$ cat src/rtl/pc_load_unit.sv
module pc_load_unit #(
  parameter int PC_W  = 15,
  parameter int LO_W  = 8,
  parameter int JMP_W = 11,
  parameter int BR_W  = 9,
  parameter int NREQ  = 5
) (
  input  logic              clk,
  input  logic              rst_n,
  input  logic [NREQ-1:0]   ld_req,
  input  logic [JMP_W-1:0]  op_arg,
  input  logic [BR_W-1:0]   br_arg,
  input  logic [LO_W-1:0]   wreg,
  input  logic [LO_W-1:0]   alu_res,
  input  logic              pg_we,
  input  logic [PC_W-LO_W-1:0] pg_wdata,
  output logic [PC_W-1:0]   pc,
  output logic [LO_W-1:0]   pc_lo
);
  localparam int HI_W = PC_W - LO_W;
  localparam int JHI  = PC_W - JMP_W;
  localparam logic [PC_W-1:0] ONE = PC_W'(1);

  logic [HI_W-1:0] pg_q;
  logic [PC_W-1:0] pc_nxt;

  wire [PC_W-1:0] inc     = pc + ONE;
  wire [PC_W-1:0] w_ext   = {{HI_W{1'b0}}, wreg};
  wire [PC_W-1:0] b_ext   = {{(PC_W-BR_W){br_arg[BR_W-1]}}, br_arg};
  wire [PC_W-1:0] t_low   = {pg_q, alu_res};
  wire [PC_W-1:0] t_abs   = {pg_q[HI_W-1 -: JHI], op_arg};
  wire [PC_W-1:0] t_call  = {pg_q, wreg};
  wire [PC_W-1:0] t_brw   = inc + w_ext;
  wire [PC_W-1:0] t_bra   = inc + b_ext;

  always_comb begin
    if      (ld_req[0]) pc_nxt = t_low;
    else if (ld_req[1]) pc_nxt = t_abs;
    else if (ld_req[2]) pc_nxt = t_call;
    else if (ld_req[3]) pc_nxt = t_brw;
    else if (ld_req[4]) pc_nxt = t_bra;
    else                pc_nxt = inc;
  end

  always_ff @(posedge clk or negedge rst_n) begin
    if (!rst_n) begin
      pc   <= '0;
      pg_q <= '0;
    end else begin
      pc <= pc_nxt;
      if (pg_we) pg_q <= pg_wdata;
    end
  end

  assign pc_lo = pc[LO_W-1:0];
endmodule

$ cat config.mk
export PLATFORM = sky130hd
export DESIGN_NAME = pc_load_unit
export DESIGN_NICKNAME = d
export VERILOG_FILES = /design/src/rtl/pc_load_unit.sv
export SDC_FILE = /design/constraint.sdc
export NUM_CORES = 1
export LEC_CHECK = 0
export BUFFER_PORTS_ARGS = -buffer_cell sky130_fd_sc_hd__buf_2
export CAP_MARGIN = 25
export CORE_MARGIN = 10
export CORE_UTILIZATION = 49
export CTS_CLUSTER_DIAMETER = 30
export CTS_CLUSTER_SIZE = 16
export DETAILED_ROUTE_END_ITERATION = 7
export PLACE_DENSITY = 0.88
export SLEW_MARGIN = 10
export SYNTH_ARGS = -nofsm -noshare
export SYNTH_HDL_FRONTEND = slang
export SYNTH_SLANG_ARGS = --single-unit
export TNS_END_PERCENT = 5
$ cat constraint.sdc
create_clock -name clk -period 3.2 [get_ports clk]
set_clock_uncertainty 0.15 [all_clocks]
set_input_delay 0.64 -clock clk [delete_from_list [all_inputs] [get_ports clk]]
set_output_delay 0.64 -clock clk [all_outputs]
set_load 0.01 [all_outputs]
==> flow_metrics.env <==
export IMPL_numCtsBuffers=3
export IMPL_drive_gt1_frac=0.3126
export IMPL_cp_end_kind="register"
export IMPL_clk_pin_slew_worst_paths_ns=0.08
export IMPL_setup_viol=0
export IMPL_seq_area_frac_synth=0.1916
export IMPL_power_leakage_nw=1.613
export IMPL_hpwl_mm=7.485
export IMPL_tightest_slew_ns=0.5268
export IMPL_rsz0062_at_grt="yes"
export IMPL_wl_per_cell_um=18.56
export IMPL_ctsHoldBuffers=0
export IMPL_startpoint_type="register"
export IMPL_drt_wl_total_mm=9.408
export IMPL_period_share=0.9619
export IMPL_critPathBufInv=3
export IMPL_path_class="register to register"
export IMPL_yosysWarnings=0
export IMPL_antenna_found_initial=0
export IMPL_grt_pass1_wl_mm=14.81
export IMPL_max_stage_delay_ns=0.45
export IMPL_dieHeight_um=96.57
export IMPL_vias_per_cell=6.158
export IMPL_crit_family="adder cells"
export IMPL_grt_max_degree=30
export IMPL_synth_cell_types=63
export IMPL_final_util=0.6241
export IMPL_drv_slew=0
export IMPL_clock_path_buffers=2
export IMPL_diodes=0
export IMPL_grt_pass1_vias=3156
export IMPL_route_detailed_drc=0
export IMPL_cts_tree="built"
export IMPL_core_area_um2=5608
export IMPL_cp_arrival_ns=3.07
export IMPL_rows=27
export IMPL_synth_nets=436
export IMPL_power_density_nw_per_um2=388.6
export IMPL_gp_congestion=0.9264
export IMPL_cts_sinks=22
export IMPL_crit_path_top_delay_cell="dfrtp_2"
export IMPL_io_buffer_count=73
export IMPL_min_period_ns=3.078
export IMPL_io_pins=74
export IMPL_track_usage=0.1971
export IMPL_die_area_um2=9326
export IMPL_drt_iter0_markers=447
export IMPL_hp_class="primary input to async pin"
export IMPL_placed_area_um2=3322
export IMPL_die_w_um=96.57
export IMPL_syn_area_per_cell_um2=8.070
export IMPL_ys_flop_type="dfrtp_1"
export IMPL_synthCells=356
export IMPL_finalSetupTns_ns=0
export IMPL_via_count=3122
export IMPL_nNetsFinal=516
export IMPL_cts_root_buffer="clkbuf_8"
export IMPL_syn_area_um2=2873
export IMPL_dr_pass1_iters=5
export IMPL_required_ns=3.19
export IMPL_crit_chain="ha_2, inv_1, fa_1, inv_1, a21o_1, a211oi_2, buf_4, o211a_1, or3_1, a32oi_1, o211ai_1"
export IMPL_synth_seq_cells=22
export IMPL_cp_max_fo=8
export IMPL_ant_nets=0
export IMPL_initial_core_util=0.5123
export IMPL_area_growth_pct=21.82
export IMPL_maxCapViolations=0
export IMPL_ir_drop_mv=0.3346
export IMPL_finalHoldViolCount=0
export IMPL_fin_total_pwr_w=0.001360
export IMPL_gr_total_overflow=0
export IMPL_synth_edf_count=0
export IMPL_synth_async_reset_ratio=1.000
export IMPL_clock_latency_ns=0.27
export IMPL_cts_htree_levels=1
export IMPL_slew_headroom=0.6455
export IMPL_timing_fmax_mhz=324.9
export IMPL_finish_instance_area_um2=3500
export IMPL_path_common_cell="inv_1"
export IMPL_status="finished clean"
==> area by class of cell <==
class	instances	area, um2
well taps	72	90.09
clock buffers	4	55.05
fillers	486	2108
multi-input cells	297	2205
repair buffers	95	530.5
flip-flops and latches	22	555.5
inverters	17	63.81
==> power breakdown <==
part           internal [W]  switching (W)  total (W)
combinational      0.000361       0.000451   0.000812
sequential         0.000310      0.0000309   0.000341
clock              0.000110      0.0000968   0.000207
total              0.000781       0.000579    0.00136
==> sequential cells by signal, summed over array words and instances (netlist names) <==
name / count
pc: 15
pg_q: 7
==> per-stage QoR <==
step / setup slack [ns] / hold slack (ns) / instances
after floorplan: 0.01994 / 0.1944 / 356
after global placement: 0.1095 / 0.3411 / 496
after detailed placement: 0.05819 / 0.3452 / 496
after CTS: 0.01591 / 0.2014 / 500
after global routing: -0.03350 / 0.2210 / 507
final: 0.1221 / 0.1864 / 507
==> cell usage after synthesis, types with 5 or more instances <==
| cell | number | share of area |
|---|---|---|
| and2_1 | 6 | 0.013 |
| a211o_1 | 6 | 0.018 |
| o21ai_0 | 23 | 0.040 |
| mux2_2 | 8 | 0.031 |
| mux2i_1 | 5 | 0.017 |
| buf_4 | 8 | 0.021 |
| clkbuf_1 | 10 | 0.013 |
| o21bai_1 | 7 | 0.018 |
| nor2_1 | 29 | 0.038 |
| a211oi_1 | 7 | 0.018 |
| xor2_1 | 10 | 0.030 |
| dfrtp_1 | 22 | 0.19 |
| inv_1 | 15 | 0.020 |
| ha_1 | 27 | 0.12 |
| a21oi_1 | 27 | 0.047 |
| nor3_1 | 13 | 0.023 |
| xnor2_1 | 20 | 0.061 |
| nand2_1 | 22 | 0.029 |
| a21o_1 | 6 | 0.016 |
| nand4_1 | 6 | 0.013 |
| nand3_1 | 9 | 0.016 |
==> cells in the final DEF (no fill, tap or decap), drive strengths merged, types with 4 or more instances in the layout <==
master | netlist | final
a211o | 6 | 6
buf | 9 | 95
nor2 | 29 | 29
xor2 | 11 | 11
nand3 | 9 | 9
a22oi | 4 | 4
o21bai | 7 | 7
o21a | 4 | 4
a31oi | 4 | 4
nor3 | 14 | 14
a21oi | 27 | 27
o21ai | 23 | 23
nand4 | 7 | 7
xnor2 | 21 | 21
nand2 | 22 | 22
a211oi | 8 | 8
mux2i | 5 | 5
ha | 27 | 27
nor2b | 4 | 4
mux2 | 8 | 8
and2 | 6 | 6
a21o | 6 | 6
dfrtp | 22 | 22
clkbuf | 10 | 4
inv | 15 | 15
==> kinds of logic after synthesis <==
group           count (synthesis)  synth area share
simple gates                  112            0.2025
compound gates                111            0.2591
buf+inv                        37           0.06359
xor+xnor                       32            0.1028
fa+ha+maj                      29            0.1315
flops                          22            0.1916
mux                            13           0.04878
==> repair_timing <==
item,4_1_cts,5_1_grt
resized for setup,0,18
setup endpoints to repair,0,9
setup buffers,0,7
==> final timing paths <==
path	depth (start not counted)	slack, ns	start	endpoint
min reg2reg	1	0.37	pg_q[0]$_DFFE_PN0P_	pg_q[0]$_DFFE_PN0P_
max	11	0.12	pc[1]$_DFF_PN0_	pc[14]$_DFF_PN0_
max reg2reg	11	0.12	pc[1]$_DFF_PN0_	pc[14]$_DFF_PN0_
min	1	0.19	rst_n	pc[4]$_DFF_PN0_
min in group clk	1	0.37	pg_q[0]$_DFFE_PN0P_	pg_q[0]$_DFFE_PN0P_
max in group asynchronous	1	2.34	rst_n	pc[9]$_DFF_PN0_
==> per-layer routing <==
metal | up-vias | wire length (um) | global-route usage
li1 | 1456 | - | -
met1 | 1431 | 3760 | 0.2442
met2 | 202 | 4568 | 0.3324
met3 | 33 | 815 | 0.04241
met4 | 0 | 263 | 0.06295
met5 | - | 0 | 0
Note: power is estimated with default switching activity, not from simulation.
